[config.mk]
export PLATFORM = sky130hd
export DESIGN_NAME = i2c_cfg_target
export DESIGN_NICKNAME = d
export VERILOG_FILES = /design/src/rtl/i2c_cfg_pkg.sv /design/src/rtl/i2c_line_filter.sv /design/src/rtl/i2c_cfg_regs.sv /design/src/rtl/i2c_cfg_target.sv
export SDC_FILE = /design/constraint.sdc
export NUM_CORES = 1
export LEC_CHECK = 0
export BUFFER_PORTS_ARGS = -buffer_cell sky130_fd_sc_hd__buf_2
export CORE_MARGIN = 5
export CORE_UTILIZATION = 52
export DETAILED_ROUTE_END_ITERATION = 7
export GPL_TIMING_DRIVEN = 0
export HOLD_SLACK_MARGIN = 0.03
export PLACE_DENSITY = 0.75
export SYNTH_ARGS = -nofsm -noshare
export SYNTH_HDL_FRONTEND = slang
export SYNTH_SLANG_ARGS = --single-unit
[constraint.sdc]
create_clock -name clk -period 6.01 [get_ports clk]
set_input_delay 0.3005 -clock clk [delete_from_list [all_inputs] [get_ports clk]]
set_output_delay 0.3005 -clock clk [all_outputs]
set_load 0.02 [all_outputs]
[src/rtl/i2c_cfg_pkg.sv]
package i2c_cfg_pkg;

    typedef enum logic [2:0] {
        ST_IDLE,
        ST_ADDR,
        ST_ADDR_ACK,
        ST_RX,
        ST_RX_ACK,
        ST_TX,
        ST_TX_ACK
    } bus_state_e;

    typedef struct packed {
        bus_state_e state;
        logic [7:0] shreg;
        logic [2:0] bitcnt;
        logic       rw;
        logic       ptr_phase;
        logic       ack_drv;
        logic       nack;
        logic       oe;
        logic [7:0] ptr;
        logic       scl_p;
        logic       sda_p;
    } proto_s;

    localparam proto_s PROTO_RST = '{
        state:     ST_IDLE,
        shreg:     8'h00,
        bitcnt:    3'd0,
        rw:        1'b0,
        ptr_phase: 1'b0,
        ack_drv:   1'b0,
        nack:      1'b0,
        oe:        1'b0,
        ptr:       8'h00,
        scl_p:     1'b1,
        sda_p:     1'b1
    };

endpackage

[src/rtl/i2c_line_filter.sv]
module i2c_line_filter #(
    parameter int NLINES      = 2,
    parameter int SYNC_STAGES = 2,
    parameter int FILT_LEN    = 3
) (
    input  logic              clk,
    input  logic              rst_n,
    input  logic [NLINES-1:0] raw_i,
    output logic [NLINES-1:0] filt_o
);

    for (genvar g = 0; g < NLINES; g++) begin : g_line
        logic [SYNC_STAGES-1:0] sync_d, sync_q;
        logic [FILT_LEN-1:0]    win_d, win_q;
        logic                   lvl_d, lvl_q;

        always_comb begin
            sync_d = {sync_q[SYNC_STAGES-2:0], raw_i[g]};
            win_d  = {win_q[FILT_LEN-2:0], sync_q[SYNC_STAGES-1]};
            lvl_d  = lvl_q;
            if (&win_q) begin
                lvl_d = 1'b1;
            end else if (~|win_q) begin
                lvl_d = 1'b0;
            end
        end

        always_ff @(posedge clk or negedge rst_n) begin
            if (!rst_n) begin
                sync_q <= '1;
                win_q  <= '1;
                lvl_q  <= 1'b1;
            end else begin
                sync_q <= sync_d;
                win_q  <= win_d;
                lvl_q  <= lvl_d;
            end
        end

        assign filt_o[g] = lvl_q;
    end

endmodule

[src/rtl/i2c_cfg_regs.sv]
module i2c_cfg_regs #(
    parameter int         NCFG    = 2,
    parameter int         NCNT    = 3,
    parameter logic [3:0] ID_NIB  = 4'h7,
    parameter logic [3:0] REV_NIB = 4'h2
) (
    input  logic              clk,
    input  logic              rst_n,
    input  logic [7:0]        addr_i,
    input  logic              wr_en_i,
    input  logic [7:0]        wdata_i,
    input  logic              rd_done_i,
    input  logic              act_i,
    input  logic              rst_done_i,
    input  logic              pd_pin_i,
    input  logic [NCNT*8-1:0] cnt_i,
    output logic [7:0]        rdata_o,
    output logic [7:0]        ctrl_o,
    output logic [NCFG*8-1:0] cfg_o,
    output logic [NCNT-1:0]   clr_o,
    output logic              pd_o,
    output logic              core_rst_o
);

    localparam int CTRL_ADDR = 2;
    localparam int CFG_BASE  = 3;
    localparam int CNT_BASE  = CFG_BASE + NCFG;
    localparam int RST_BIT   = 4;
    localparam int PD_BIT    = 5;

    logic [7:0]            ctrl_d, ctrl_q;
    logic [NCFG-1:0][7:0]  cfg_d, cfg_q;
    logic [NCNT-1:0]       clr_d, clr_q;

    always_comb begin
        rdata_o = 8'h00;
        if (addr_i == 8'h00) rdata_o = {ID_NIB, REV_NIB};
        if (addr_i == 8'h01) rdata_o = {7'b0, act_i};
        if (addr_i == 8'(CTRL_ADDR)) rdata_o = ctrl_q;
        for (int i = 0; i < NCFG; i++) begin
            if (addr_i == 8'(CFG_BASE + i)) rdata_o = cfg_q[i];
        end
        for (int i = 0; i < NCNT; i++) begin
            if (addr_i == 8'(CNT_BASE + i)) rdata_o = cnt_i[i*8 +: 8];
        end
    end

    always_comb begin
        ctrl_d = ctrl_q;
        if (rst_done_i) ctrl_d[RST_BIT] = 1'b0;
        if (wr_en_i && addr_i == 8'(CTRL_ADDR)) ctrl_d = wdata_i;
        cfg_d = cfg_q;
        for (int i = 0; i < NCFG; i++) begin
            if (wr_en_i && addr_i == 8'(CFG_BASE + i)) cfg_d[i] = wdata_i;
        end
        for (int i = 0; i < NCNT; i++) begin
            clr_d[i] = rd_done_i && (addr_i == 8'(CNT_BASE + i));
        end
    end

    always_ff @(posedge clk or negedge rst_n) begin
        if (!rst_n) begin
            ctrl_q <= 8'h00;
            cfg_q  <= '0;
            clr_q  <= '0;
        end else begin
            ctrl_q <= ctrl_d;
            cfg_q  <= cfg_d;
            clr_q  <= clr_d;
        end
    end

    for (genvar g = 0; g < NCFG; g++) begin : g_cfg_out
        assign cfg_o[g*8 +: 8] = cfg_q[g];
    end

    assign ctrl_o     = ctrl_q;
    assign clr_o      = clr_q;
    assign pd_o       = ctrl_q[PD_BIT] | pd_pin_i;
    assign core_rst_o = ctrl_q[RST_BIT];

endmodule

[src/rtl/i2c_cfg_target.sv]
module i2c_cfg_target
    import i2c_cfg_pkg::*;
#(
    parameter int         NCFG        = 2,
    parameter int         NCNT        = 3,
    parameter int         SYNC_STAGES = 2,
    parameter int         FILT_LEN    = 3,
    parameter logic [3:0] ID_NIB      = 4'h7,
    parameter logic [3:0] REV_NIB     = 4'h2
) (
    input  logic              clk,
    input  logic              rst_n,
    input  logic              scl_i,
    input  logic              sda_i,
    output logic              sda_oe_o,
    input  logic [6:0]        dev_addr_i,
    input  logic              pd_pin_i,
    input  logic              act_i,
    input  logic              rst_done_i,
    input  logic [NCNT*8-1:0] cnt_i,
    output logic [7:0]        ctrl_o,
    output logic              pd_o,
    output logic              core_rst_o,
    output logic [NCFG*8-1:0] cfg_o,
    output logic [NCNT-1:0]   clr_o
);

    localparam int NLINES = 2;

    logic [NLINES-1:0] filt;
    logic              scl_f, sda_f;
    proto_s            st_d, st_q;
    logic              scl_rise, scl_fall, start_c, stop_c;
    logic              wr_en, rd_done, byte_inc;
    logic [7:0]        rdata, wdata;
    bus_state_e        cur_state;
    logic [7:0]        cur_ptr;

    i2c_line_filter #(
        .NLINES     (NLINES),
        .SYNC_STAGES(SYNC_STAGES),
        .FILT_LEN   (FILT_LEN)
    ) u_filt (
        .clk   (clk),
        .rst_n (rst_n),
        .raw_i ({sda_i, scl_i}),
        .filt_o(filt)
    );

    assign scl_f    = filt[0];
    assign sda_f    = filt[1];
    assign scl_rise = scl_f & ~st_q.scl_p;
    assign scl_fall = ~scl_f & st_q.scl_p;
    assign start_c  = scl_f & st_q.scl_p & st_q.sda_p & ~sda_f;
    assign stop_c   = scl_f & st_q.scl_p & ~st_q.sda_p & sda_f;
    assign wdata    = {st_q.shreg[6:0], sda_f};

    i2c_cfg_regs #(
        .NCFG   (NCFG),
        .NCNT   (NCNT),
        .ID_NIB (ID_NIB),
        .REV_NIB(REV_NIB)
    ) u_regs (
        .clk       (clk),
        .rst_n     (rst_n),
        .addr_i    (st_q.ptr),
        .wr_en_i   (wr_en),
        .wdata_i   (wdata),
        .rd_done_i (rd_done),
        .act_i     (act_i),
        .rst_done_i(rst_done_i),
        .pd_pin_i  (pd_pin_i),
        .cnt_i     (cnt_i),
        .rdata_o   (rdata),
        .ctrl_o    (ctrl_o),
        .cfg_o     (cfg_o),
        .clr_o     (clr_o),
        .pd_o      (pd_o),
        .core_rst_o(core_rst_o)
    );

    always_comb begin
        st_d       = st_q;
        st_d.scl_p = scl_f;
        st_d.sda_p = sda_f;
        wr_en      = 1'b0;
        rd_done    = 1'b0;
        byte_inc   = 1'b0;
        if (start_c) begin
            st_d.state   = ST_ADDR;
            st_d.bitcnt  = 3'd0;
            st_d.oe      = 1'b0;
            st_d.ack_drv = 1'b0;
        end else if (stop_c) begin
            st_d.state = ST_IDLE;
            st_d.oe    = 1'b0;
        end else begin
            case (st_q.state)
                ST_ADDR: begin
                    if (scl_rise) begin
                        st_d.shreg  = wdata;
                        st_d.bitcnt = st_q.bitcnt + 3'd1;
                        if (st_q.bitcnt == 3'd7) begin
                            if (st_q.shreg[6:0] == dev_addr_i) begin
                                st_d.state     = ST_ADDR_ACK;
                                st_d.rw        = sda_f;
                                st_d.ptr_phase = ~sda_f;
                                st_d.ack_drv   = 1'b0;
                            end else begin
                                st_d.state = ST_IDLE;
                            end
                        end
                    end
                end
                ST_ADDR_ACK, ST_RX_ACK: begin
                    if (scl_fall) begin
                        if (!st_q.ack_drv) begin
                            st_d.oe      = 1'b1;
                            st_d.ack_drv = 1'b1;
                        end else begin
                            st_d.ack_drv = 1'b0;
                            st_d.bitcnt  = 3'd0;
                            if (st_q.state == ST_ADDR_ACK && st_q.rw) begin
                                st_d.state = ST_TX;
                                st_d.shreg = rdata;
                                st_d.oe    = ~rdata[7];
                            end else begin
                                st_d.state = ST_RX;
                                st_d.oe    = 1'b0;
                            end
                        end
                    end
                end
                ST_RX: begin
                    if (scl_rise) begin
                        st_d.shreg  = wdata;
                        st_d.bitcnt = st_q.bitcnt + 3'd1;
                        if (st_q.bitcnt == 3'd7) begin
                            st_d.state   = ST_RX_ACK;
                            st_d.ack_drv = 1'b0;
                            if (st_q.ptr_phase) begin
                                st_d.ptr       = wdata;
                                st_d.ptr_phase = 1'b0;
                            end else begin
                                wr_en    = 1'b1;
                                byte_inc = 1'b1;
                                st_d.ptr = st_q.ptr + 8'd1;
                            end
                        end
                    end
                end
                ST_TX: begin
                    if (scl_fall) begin
                        if (st_q.bitcnt == 3'd7) begin
                            st_d.state = ST_TX_ACK;
                            st_d.oe    = 1'b0;
                            rd_done    = 1'b1;
                            byte_inc   = 1'b1;
                            st_d.ptr   = st_q.ptr + 8'd1;
                        end else begin
                            st_d.shreg  = {st_q.shreg[6:0], 1'b0};
                            st_d.oe     = ~st_q.shreg[6];
                            st_d.bitcnt = st_q.bitcnt + 3'd1;
                        end
                    end
                end
                ST_TX_ACK: begin
                    if (scl_rise) begin
                        st_d.nack = sda_f;
                    end
                    if (scl_fall) begin
                        if (st_q.nack) begin
                            st_d.state = ST_IDLE;
                            st_d.oe    = 1'b0;
                        end else begin
                            st_d.state  = ST_TX;
                            st_d.shreg  = rdata;
                            st_d.oe     = ~rdata[7];
                            st_d.bitcnt = 3'd0;
                        end
                    end
                end
                default: begin
                    st_d.oe = 1'b0;
                end
            endcase
        end
    end

    always_ff @(posedge clk or negedge rst_n) begin
        if (!rst_n) begin
            st_q <= PROTO_RST;
        end else begin
            st_q <= st_d;
        end
    end

    assign sda_oe_o  = st_q.oe;
    assign cur_state = st_q.state;
    assign cur_ptr   = st_q.ptr;

endmodule

==> results.txt <==
----------------------------------------------------
[Worst setup path]
  Slowest-stage cell, CP ... sky130_fd_sc_hd__nor4_1
  Capturing element type of the critical path ... register
  Critical setup path kind ... register to register
  Data arrival time at the worst-slack endpoint ... 2.89 ns
  Required time of the worst setup path ... 6.25 ns
  Buf/Inv on CP ... 0
  Type of element launching the critical path ... register
  Worst path cell trace ... nor4_1 -> nand2_1 -> nor4_4 -> mux2_2
  Crit-path leading delay family ... simple AND/OR/NAND/NOR gates
  Delay contributed by the slowest stage of the critical path ... 0.70 ns
  Largest fanout of any net on the critical path ... 8

[Global route]
  Number of global-route vias before repair ... 3,627
  Pin count of the biggest net entering global routing ... 68
  Number of antenna violations at the first check in global routing ... 0
  Total routing resource utilization after global routing ... 0.239
  GRT Residual Overflow ... 0
  Global-route wire length before repair ... 18,300 µm

[Logic synthesis]
  Proportion of synthesized area in mux cells ... 0.0985
  XOR/XNOR share of the synthesized area ... 0.0202
  Post-synthesis instance area ... 3900 µm²
  Number of distinct library cells after synthesis ... 55
  Simple logic cell fraction of the synthesized area ... 0.186
  Post-synthesis compound-gate area fraction ... 0.199
  Post-synth net total ... 465
  Post-synthesis instance total ... 421
  Largest family of logic cells by synthesized area ... compound AO/OA/AOI/OAI gates
  Flops & latches, synth ... 67
  Synth warn ... 0
  Synth Area in Adders ... 0.0192
  Portion of the post-synthesis area used by sequential elements ... 0.434
  Most used flip-flop cell after synthesis ... sky130_fd_sc_hd__dfrtp_1
  Post-Synthesis Mean Instance Area ... 9.27 µm²
  Share of flip-flops with an asynchronous set or reset ... 1.00
  Number of enable-type register cells in the synthesized netlist ... 0

[Clock network]
  Clock Sinks ... 67
  Clock network latency to the later pin of the worst-skew pair ... 0.36 ns
  TritonCTS clock tree ... done
  Post-CTS setup buffer count ... 0
  CTS Buf Count ... 9
  Clock-pin slew of the registers on the worst-case setup and hold paths ... 0.07 ns
  Buffers from clock root to sink, at most ... 2
  Number of gates resized after cts ... 0
  Hold-fix buffers, CTS ... 0
  H-tree levels ... 3
  Library cell used as clock root buffer ... sky130_fd_sc_hd__clkbuf_8

[Route]
  Detailed-route vias per instance ... 6.11
  Routed Antenna Nets ... 0
  Total detailed-routing wirelength ... 11,100 µm
  Violation count after the first detailed-route iteration ... 291
  Average wire per cell in the routed design ... 18.4 µm
  Total number of vias ... 3,684
  1st-pass router iterations ... 5
  Residual DRC ... 0

[Finish]
  Fraction of layout cells with a size suffix above 1 ... 0.272
  Most common library cell in the layout ignoring fill and taps ... sky130_fd_sc_hd__buf_2
  Synth-to-layout area growth ... 17.1%
  Final layout net count ... 543
  N_diodes ... 0
  Commonest cells after routing, fill and taps aside ... sky130_fd_sc_hd__buf_2 (72), sky130_fd_sc_hd__dfrtp_1 (53), sky130_fd_sc_hd__a21oi_1 (40)
  Final instance area ... 4570 µm²

[STA]
  Fin Clk Skew ... 0.0123 ns
  Final Hold Violating Endpoints ... 0
  Max-slew headroom at the worst pin ... 0.330
  Setup slack of the critical path after layout ... 3.36 ns
  Total negative slack for setup checks ... 0 ns
  Period utilisation layout ... 0.442
  Final period demand of the worst path ... 2.65 ns
  Final setup violation count ... 0
  Slew at the pin closest to its max-slew limit ... 0.996 ns
  RSZ-0062 raised after global routing ... no
  Final count of pins violating max slew ... 0
  Highest Clock Rate ... 377 MHz

[Power and ir drop]
  Largest vdd supply drop ... 0.000178 V
  Pwr per Cell Area ... 349 nW/µm²
  Leakage power figure ... 2.06 nW

[Floorplanning]
  Chip height ... 96.6 µm
  Die outline area ... 9330 µm²
  Core box area ... 7290 µm²
  Overall die width ... 96.6 µm
  Starting utilization of the core area ... 0.535
  Row count ... 31
  Top-level port count ... 68

[Placement]
  Routability-driven placement congestion ratio ... 0.955
  Post-placement setup slack ... 3.38 ns
  HPWL after detailed placement ... 7910 µm
  Input/output buffers ... 67
  Instance area at placement ... 4360 µm²

[Run]
  Max-cap viol count ... 0

[Outcome]
  Status ... finished, final reports clean

[Min path]
  Type of the tightest min-delay check ... input pin to register

----------------------------------------------------
-- metal layers --
metal	wire (µm)	share of wire	vias to the layer above	GRT usage
li1	-	-	1685	-
met1	4830	0.44	1779	0.341
met2	5040	0.46	199	0.370
met3	992	0.090	21	0.0432
met4	200	0.018	0	0.0713
met5	0	0	-	0
-- kinds of logic (layout without fill, tap and decap cells) --
family                   Yosys count  after routing
AND/OR/NAND/NOR                  140            140
AO/OA/AOI/OAI                    123            123
flip-flops                        67             67
buffers and inverters             41            124
multiplexers                      35             35
XOR/XNOR                           9              9
adder cells (fa/ha/maj)            6              6
-- synth_stat cells (all sizes together) (3+ instances only) --
cell,count,area (µm²)
a21oi,40,200
a222oi,3,30.0
a22oi,3,22.5
a31oi,6,37.5
and2,5,31.3
and3,6,37.5
buf,8,45.0
clkbuf,17,63.8
dfrtp,53,1330
dfstp,14,368
ha,6,75.1
inv,16,60.1
mux2,27,304
mux2i,8,80.1
nand2,33,124
nand2b,9,56.3
nand3,14,75.1
nand4,6,37.5
nor2,33,129
nor2b,13,81.3
nor3,7,35.0
nor4,4,40.0
o2111ai,3,26.3
o211ai,4,30.0
o21ai,27,135
o22a,3,26.3
o22ai,8,50.1
o2bb2ai,6,52.6
o31ai,5,37.5
xnor2,6,52.6
xor2,3,26.3
-- power breakdown --
group,switching [W],internal (W)
clock,0.000177,0.000217
sequential,0.0000770,0.000510
combinational,0.000377,0.000237
-- sequential cells by signal, summed over array words and instances, names as in the netlist --
signal	count
cur_ptr	8
cur_state	3
sda_oe_o	1
st_q	16
u_filt.g_line.lvl_q	2
u_filt.g_line.sync_q	4
u_filt.g_line.win_q	6
u_regs.cfg_o	16
u_regs.clr_o	3
u_regs.ctrl_o	8
-- metrics by stage --
| step | power [W] | hold slack (ns) | instances | utilization |
|---|---|---|---|---|
| detailed placement | 0.00119 | 0.347 | 587 | 0.598 |
| finish | 0.00160 | 0.0449 | 603 | 0.626 |
| global placement | 0.00118 | 0.346 | 587 | 0.598 |
| global route | 0.00169 | 0.0367 | 603 | 0.626 |
| CTS | 0.00159 | 0.0334 | 603 | 0.626 |
| floorplan | 0.00101 | 0.00491 | 421 | - |
-- final cells by class --
class / count / area, µm²
fillers: 652 / 2720
multi-input cells: 313 / 2040
flip-flops and latches: 67 / 1690
repair buffers: 67 / 338
clock buffers: 12 / 156
well taps: 99 / 124
plain buffers: 25 / 109
inverters: 16 / 60.1
clock inverters: 4 / 48.8
-- final timing paths --
| kind | slack [ns] | depth (start not counted) | endpoint | from |
|---|---|---|---|---|
| min in group asynchronous | 0.06 | 1 | cur_state[2]$_DFFE_PN0P_ | rst_n |
| setup reg to reg | 3.36 | 4 | u_regs.cfg_o[3]$_DFFE_PN0P_ | cur_ptr[4]$_DFFE_PN0P_ |
| max in group asynchronous | 5.41 | 1 | u_regs.cfg_o[14]$_DFFE_PN0P_ | rst_n |
| hold reg to reg | 0.36 | 0 | u_filt.g_line[1].sync_q[1]$_DFF_PN1_ | u_filt.g_line[1].sync_q[0]$_DFF_PN1_ |
| hold / removal | 0.04 | 1 | u_filt.g_line[1].sync_q[0]$_DFF_PN1_ | sda_i |
| setup / recovery | 3.36 | 4 | u_regs.cfg_o[3]$_DFFE_PN0P_ | cur_ptr[4]$_DFFE_PN0P_ |
Note: power is estimated with default switching activity, not from simulation.
